<file path="src/rtl/wdog_pkg.sv">
package wdog_pkg;

    localparam logic [1:0] SEL_MODE  = 2'd0;
    localparam logic [1:0] SEL_LIMIT = 2'd1;
    localparam logic [1:0] SEL_FEED  = 2'd2;
    localparam logic [1:0] SEL_COUNT = 2'd3;

    localparam logic [7:0] KEY_FIRST  = 8'hAA;
    localparam logic [7:0] KEY_SECOND = 8'h55;

    localparam int unsigned MB_IEN  = 0;
    localparam int unsigned MB_REN  = 1;
    localparam int unsigned MB_TOF  = 2;
    localparam int unsigned MB_IFLG = 3;

    typedef enum logic [1:0] {
        FEED_IDLE  = 2'd0,
        FEED_ARMED = 2'd1,
        FEED_FAULT = 2'd2
    } feed_state_e;

    typedef enum logic {
        WD_HALTED = 1'b0,
        WD_ACTIVE = 1'b1
    } wd_state_e;

endpackage

</file>
<file path="src/rtl/wdog_prescale.sv">
module wdog_prescale #(
    parameter int unsigned DIV = 4
) (
    input  logic clk,
    input  logic srst,
    output logic tick
);
    localparam int unsigned PW = (DIV > 1) ? $clog2(DIV) : 1;
    localparam logic [PW-1:0] LAST = PW'(DIV - 1);

    logic [PW-1:0] phase_q;

    always_ff @(posedge clk) begin
        if (srst) begin
            phase_q <= '0;
        end else if (phase_q == LAST) begin
            phase_q <= '0;
        end else begin
            phase_q <= phase_q + 1'b1;
        end
    end

    assign tick = (phase_q == LAST);

    generate
        if (DIV > 1) begin : g_spacing
            // Two ticks never fall on adjacent clocks
            assert_tick_spacing_R5: assert property (@(posedge clk) disable iff (srst)
                tick |=> !tick);
        end
    endgenerate

endmodule

</file>
<file path="src/rtl/wdog_downcount.sv">
module wdog_downcount #(
    parameter int unsigned     W    = 32,
    parameter logic [W-1:0]    INIT = W'(255)
) (
    input  logic         clk,
    input  logic         srst,
    input  logic         load,
    input  logic [W-1:0] load_val,
    input  logic         tick,
    input  logic         run,
    output logic [W-1:0] cnt,
    output logic         expire
);
    localparam logic [W-1:0] ONE = W'(1);

    logic [W-1:0] cnt_q;

    always_ff @(posedge clk) begin
        if (srst) begin
            cnt_q <= INIT;
        end else if (load) begin
            cnt_q <= load_val;
        end else if (run && tick && (cnt_q != '0)) begin
            cnt_q <= cnt_q - ONE;
        end
    end

    assign cnt    = cnt_q;
    assign expire = run && tick && !load && (cnt_q == ONE);

    // Halted counter is frozen unless reloaded
    assert_frozen_when_halted_R5: assert property (@(posedge clk) disable iff (srst)
        (!run && !load) |=> $stable(cnt_q));

    // Active counter takes exactly one step per tick
    assert_single_step_R5: assert property (@(posedge clk) disable iff (srst)
        (run && tick && !load && (cnt_q != '0)) |=> (cnt_q == $past(cnt_q) - ONE));

    // Expiry leaves the counter at zero
    assert_expire_at_zero_R6: assert property (@(posedge clk) disable iff (srst)
        expire |=> (cnt_q == '0));

endmodule

</file>
<file path="src/rtl/wdog_feed_fsm.sv">
module wdog_feed_fsm
    import wdog_pkg::*;
(
    input  logic       clk,
    input  logic       srst,
    input  logic       access,
    input  logic       feed_wr,
    input  logic [7:0] key,
    input  logic       running,
    output logic       feed_ok,
    output logic       fault
);
    feed_state_e state_q;
    feed_state_e state_d;

    logic first_key;
    logic second_key;

    assign first_key  = feed_wr && (key == KEY_FIRST);
    assign second_key = feed_wr && (key == KEY_SECOND);

    always_ff @(posedge clk) begin
        if (srst) begin
            state_q <= FEED_IDLE;
        end else begin
            state_q <= state_d;
        end
    end

    always_comb begin
        state_d = state_q;
        unique case (state_q)
            FEED_IDLE: begin
                if (first_key) begin
                    state_d = FEED_ARMED;
                end
            end
            FEED_ARMED: begin
                if (second_key) begin
                    state_d = FEED_IDLE;
                end else if (access) begin
                    state_d = running ? FEED_FAULT : FEED_IDLE;
                end
            end
            FEED_FAULT: begin
                state_d = FEED_IDLE;
            end
            default: begin
                state_d = FEED_IDLE;
            end
        endcase
    end

    always_comb begin
        feed_ok = (state_q == FEED_ARMED) && second_key;
        fault   = (state_q == FEED_FAULT);
    end

    // Fault state only entered from an active watchdog
    assert_fault_needs_running_R8: assert property (@(posedge clk) disable iff (srst)
        (state_q == FEED_FAULT) |-> $past(running));

    // Fault state lasts exactly one clock
    assert_fault_one_clock_R8: assert property (@(posedge clk) disable iff (srst)
        (state_q == FEED_FAULT) |=> (state_q == FEED_IDLE));

endmodule

</file>
<file path="src/rtl/wdog_feedlock.sv">
module wdog_feedlock
    import wdog_pkg::*;
#(
    parameter int unsigned ADDR_W      = 4,
    parameter int unsigned DATA_W      = 32,
    parameter int unsigned PRESCALE    = 4,
    parameter int unsigned LIMIT_FLOOR = 255
) (
    input  logic              clk,
    input  logic              bus_rst_n,
    input  logic              por_n,
    input  logic [ADDR_W-1:0] addr,
    input  logic              wr_en,
    input  logic              rd_en,
    input  logic [DATA_W-1:0] wdata,
    output logic [DATA_W-1:0] rdata,
    output logic              irq,
    output logic              wdt_rst
);
    localparam int unsigned       SEL_LSB = 2;
    localparam logic [DATA_W-1:0] FLOOR_V = DATA_W'(LIMIT_FLOOR);

    logic srst;
    assign srst = !bus_rst_n || !por_n;

    logic [1:0] sel;
    logic       unused_addr;
    assign sel         = addr[SEL_LSB +: 2];
    assign unused_addr = ^addr;

    logic access;
    logic mode_wr;
    logic limit_wr;
    logic feed_wr;
    assign access   = wr_en || rd_en;
    assign mode_wr  = wr_en && (sel == SEL_MODE);
    assign limit_wr = wr_en && (sel == SEL_LIMIT);
    assign feed_wr  = wr_en && (sel == SEL_FEED);

    logic              ien_q;
    logic              ren_q;
    logic              tof_q;
    logic              iflg_q;
    logic              pulse_q;
    logic [DATA_W-1:0] limit_q;

    wd_state_e wd_q;
    wd_state_e wd_d;
    logic      running;
    assign running = (wd_q == WD_ACTIVE);

    logic              tick;
    logic              feed_ok;
    logic              fault;
    logic              expire;
    logic              trigger;
    logic [DATA_W-1:0] count;

    wdog_prescale #(.DIV(PRESCALE)) u_pre (
        .clk  (clk),
        .srst (srst),
        .tick (tick)
    );

    wdog_feed_fsm u_feed (
        .clk     (clk),
        .srst    (srst),
        .access  (access),
        .feed_wr (feed_wr),
        .key     (wdata[7:0]),
        .running (running),
        .feed_ok (feed_ok),
        .fault   (fault)
    );

    wdog_downcount #(.W(DATA_W), .INIT(FLOOR_V)) u_cnt (
        .clk      (clk),
        .srst     (srst),
        .load     (feed_ok),
        .load_val (limit_q),
        .tick     (tick),
        .run      (running),
        .cnt      (count),
        .expire   (expire)
    );

    assign trigger = expire || fault;

    // Run controller: state register
    always_ff @(posedge clk) begin
        if (srst) begin
            wd_q <= WD_HALTED;
        end else begin
            wd_q <= wd_d;
        end
    end

    // Run controller: next state
    always_comb begin
        wd_d = wd_q;
        unique case (wd_q)
            WD_HALTED: begin
                if (feed_ok && ien_q) begin
                    wd_d = WD_ACTIVE;
                end
            end
            WD_ACTIVE: begin
                wd_d = WD_ACTIVE;
            end
            default: begin
                wd_d = WD_HALTED;
            end
        endcase
    end

    // Mode bits, limit, interrupt flag and reset pulse
    always_ff @(posedge clk) begin
        if (srst) begin
            ien_q   <= 1'b0;
            ren_q   <= 1'b0;
            iflg_q  <= 1'b0;
            pulse_q <= 1'b0;
            limit_q <= FLOOR_V;
        end else begin
            if (mode_wr && wdata[MB_IEN]) begin
                ien_q <= 1'b1;
            end
            if (mode_wr && wdata[MB_REN]) begin
                ren_q <= 1'b1;
            end
            if (trigger) begin
                iflg_q <= 1'b1;
            end
            pulse_q <= trigger && ren_q;
            if (limit_wr) begin
                limit_q <= (wdata < FLOOR_V) ? FLOOR_V : wdata;
            end
        end
    end

    // Time-out flag: only the power-on reset clears it
    always_ff @(posedge clk) begin
        if (!por_n) begin
            tof_q <= 1'b0;
        end else if (trigger) begin
            tof_q <= 1'b1;
        end else if (mode_wr && !wdata[MB_TOF]) begin
            tof_q <= 1'b0;
        end
    end

    // Read mux and outputs
    always_comb begin
        rdata = '0;
        unique case (sel)
            SEL_MODE: begin
                rdata[MB_IEN]  = ien_q;
                rdata[MB_REN]  = ren_q;
                rdata[MB_TOF]  = tof_q;
                rdata[MB_IFLG] = iflg_q;
            end
            SEL_LIMIT: rdata = limit_q;
            SEL_FEED:  rdata = '0;
            SEL_COUNT: rdata = count;
            default:   rdata = '0;
        endcase
        irq     = iflg_q;
        wdt_rst = pulse_q;
    end

    // Stored limit never below the floor
    assert_limit_floor_R2: assert property (@(posedge clk) disable iff (srst)
        limit_q >= FLOOR_V);

    // Once active, the watchdog stays active
    assert_active_sticky_R5: assert property (@(posedge clk) disable iff (srst)
        running |=> running);

    // Interrupt flag is sticky until reset
    assert_irq_sticky_R6: assert property (@(posedge clk) disable iff (srst)
        irq |=> irq);

    // Reset pulse only comes with a raised interrupt flag
    assert_pulse_with_flag_R7: assert property (@(posedge clk) disable iff (srst)
        wdt_rst |-> irq);

    // No trigger of either kind while halted
    assert_halted_silent_R9: assert property (@(posedge clk) disable iff (srst)
        !running |-> !trigger);

    // Trigger always records the time-out flag
    assert_tof_recorded_R10: assert property (@(posedge clk) disable iff (srst)
        trigger |=> tof_q);

endmodule

</file>
<file path="config.mk">
export PLATFORM = sky130hd
export DESIGN_NAME = wdog_feedlock
export DESIGN_NICKNAME = d
export VERILOG_FILES = /design/src/rtl/wdog_pkg.sv /design/src/rtl/wdog_prescale.sv /design/src/rtl/wdog_downcount.sv /design/src/rtl/wdog_feed_fsm.sv /design/src/rtl/wdog_feedlock.sv
export SDC_FILE = /design/constraint.sdc
export NUM_CORES = 1
export LEC_CHECK = 0
export CAP_MARGIN = 15
export CORE_ASPECT_RATIO = 0.7
export CORE_MARGIN = 2
export CORE_UTILIZATION = 63
export DETAILED_ROUTE_END_ITERATION = 8
export DONT_BUFFER_PORTS = 1
export PLACE_DENSITY = 0.75
export SYNTH_ARGS = -nofsm -noshare
export SYNTH_HDL_FRONTEND = slang
export SYNTH_SLANG_ARGS = --single-unit
</file>
<file path="constraint.sdc">
create_clock -name clk -period 3.2 [get_ports clk]
set_input_delay 0.32 -clock clk [delete_from_list [all_inputs] [get_ports clk]]
set_output_delay 0.32 -clock clk [all_outputs]
set_load 0.03 [all_outputs]
</file>
==> impl_metrics.ini <==
[power]
ir_drop_v = 0.000306
p_sw_frac = 0.248
intPower_uw = 1320
p_leak_uw = 0.00142
power_frac_seq = 0.531
combPwrFrac = 0.049
p_clk_frac = 0.420
switching_power_uw = 437
power_density_nw_per_um2 = 414

[global_routing]
grt_pass1_wl_um = 17100
grt_overflow_total = 0
grt_usage = 0.314
grt_pass1_vias = 3327
grt_max_degree = 42
antenna_found_initial = 0

[route]
drt-initial-drc-count = 336
antenna_left = 0
drt_first_pass_iters = 5
wire_per_inst_um = 18.6
drcViolationCount = 0
drt-total-wl_um = 10600
num_vias = 3621
avgViaCountPerCell = 6.33

[setup_path]
required_ns = 3.49
r2r-start = u_cnt.cnt[2]$_SDFFE_PP1P_
cp_num_buf_inv = 1
path_delay_family = simple AND/OR/NAND/NOR gates
startpoint_type = register
crit_path_end_kind = register
crit_fanout = 11
startpoint = u_cnt.cnt[2]$_SDFFE_PP1P_
crit_arrival_ns = 2.82
crit_slowest_cell = or4_4
slowest_delay_ns = 0.57
crit_chain = or4_4 -> nor4_1 -> a31oi_1 -> buf_4 -> and3_2 -> o21a_1 -> o21ai_0
worstSetupPathType = register to register

[timing]
slew_headroom = 0.342
skew_ns = 0.00862
clock.fmax_mhz = 395
tightest_slew_ns = 0.977
rsz0062_at_grt = false
fin_crit_ns = 2.53
slew_violations = 0
tns_ns = 0
finalSetupViolCount = 0
setup_ws_ns = 0.670
hold_violations = 0
fin_crit_sh = 0.791

[yosys]
synth_area_per_cell_um2 = 8.03
postSynthCellCount = 500
synth_top_cell_by_area = dfxtp_1
ys_warn_count = 0
netlist_area_um2 = 4010
synthFlopType = dfxtp_1
synth-seq-cells = 74
synth_area_leaders = dfxtp_1 (37%), mux2i_1 (8.7%), nand2_1 (8.0%)
synthArstFlopShare = 0
synth-edff-count = 0
syn-num-nets = 544
seq_area_frac_synth = 0.369
yosys.area.top_type_share = 0.369
ys_types = 48

[floorplanning]
die-area_um2 = 7040
core_area_um2 = 6190
die_h_um = 70.8
die_w_um = 99.4
rows = 24
initial_core_util = 0.649
top_level_ports = 75

[clocking]
numCtsBuffers = 9
post_cts_buffers = 0
cts_buffer_depth = 2
cts_tree = yes
cts-root-buf = clkbuf_8
hold_buffers = 0
clk_latency_ns = 0.35
clk_pin_slew_ns = 0.08
htreeDepth = 3
clkSinkCount = 74
cts_resized = 0

[finish]
regArea_um2 = 1480
syn_to_final_growth_pct = 5.92
nFillCells = 546
final_common_cell = nand2_1
multi_input_area_um2 = 2390
mostFrequentLayoutCells = nand2_1 (86), dfxtp_1 (74), mux2i_1 (35), a21oi_1 (35), nor2b_1 (28)
insertedDiodeCount = 0
fin_nets = 533
drive_gt1_frac = 0.0668

[flow_run]
cap_violations = 0

[place]
port_buffers = 0
dpl.hpwl_um = 7880
gp_congestion = 0.954
preCtsSetupSlack_ns = 0.538

[hold_path]
hp-class = primary input to register
worstHoldStart = por_n

[run_status]
outcome = completed
[cells in the mapped netlist, types with 3 or more instances]
master    number
and2_1         3
nor4_1        22
xnor2_1       16
o22ai_1        9
o21ai_0       21
nor2_1        24
clkbuf_1      22
or3_1          4
nor4b_1        3
inv_1          9
nor2b_1       28
a31oi_1        4
o21a_1         3
nand3_1       13
nand2_1       86
a211oi_1       5
a21oi_1       35
buf_1          4
dfxtp_1       74
and4_1         3
nand4_1       11
nor3_1        10
buf_2          3
or4_1          5
ha_1           3
mux2i_1       35
o22a_1         6
xor2_1        10
[layer usage]
metal	up-vias	wire length, um	GRT usage	part of all wire
li1	1760	-	-	-
met1	1681	5170	0.510	0.49
met2	170	4240	0.414	0.40
met3	10	1150	0.0791	0.11
met4	0	69	0.0670	0.0065
met5	-	0	0	0
[metrics by stage]
| stage | cells | hold slack, ns | total power [uW] | instance area [um^2] | util |
|---|---|---|---|---|---|
| 6_report | 572 | 0.0860 | 1760 | 4250 | 0.687 |
| 3_5_place_dp | 555 | 0.423 | 1040 | 4040 | 0.654 |
| 2_1_floorplan | 500 | 0.404 | 1040 | 4010 | - |
| 5_1_grt | 572 | 0.0754 | 1820 | 4250 | 0.687 |
| 3_3_place_gp | 555 | 0.413 | 1040 | 4040 | 0.654 |
| 4_1_cts | 571 | 0.0779 | 1770 | 4240 | 0.686 |
[power by group through the flow]
stage / Sequential (uW) / Clock [uW] / Combinational (uW)
6_report: 935 / 739 / 86.8
5_1_grt: 936 / 784 / 95.1
4_1_cts: 935 / 744 / 87.0
3_5_place_dp: 957 / 0 / 86.8
3_3_place_gp: 956 / 0 / 85.8
2_1_floorplan: 952 / 0 / 89.2
[cell type report]
cell class	instances	share of cell area
multi-input combinational	388	0.561
inverter	9	0.00795
clock buffer	9	0.0291
tap	78	0.0230
sequential	74	0.348
clock inverter	7	0.0180
timing repair buffer	7	0.0124
[sequential cells by signal, summed over array words and instances, names as in the netlist]
| signal | flops |
|---|---|
| wdt_rst | 1 |
| ren_q | 1 |
| irq | 1 |
| u_feed.state_q | 2 |
| u_pre.phase_q | 2 |
| limit_q | 32 |
| u_cnt.cnt | 32 |
| tof_q | 1 |
| running | 1 |
| ien_q | 1 |
[final timing paths]
kind                                                    end  slack, ns  cells past startpoint
worst max register to register    u_cnt.cnt[2]$_SDFFE_PP1P_       0.67                      7
worst max-delay path              u_cnt.cnt[2]$_SDFFE_PP1P_       0.67                      7
worst min-delay path                     tof_q$_SDFFE_PN0P_       0.09                      1
worst min register to register  u_pre.phase_q[0]$_SDFF_PP0_       0.43                      1
[kinds of logic after synthesis]
kind of cell / Yosys count / synth area share
AO/OA/AOI/OAI: 91 / 0.138
XOR/XNOR: 26 / 0.0567
adder cells (fa/ha/maj): 3 / 0.00935
buffers and inverters: 38 / 0.0365
flip-flops: 74 / 0.369
multiplexers: 35 / 0.0873
AND/OR/NAND/NOR: 233 / 0.303
(Power assumes the default switching activity.)
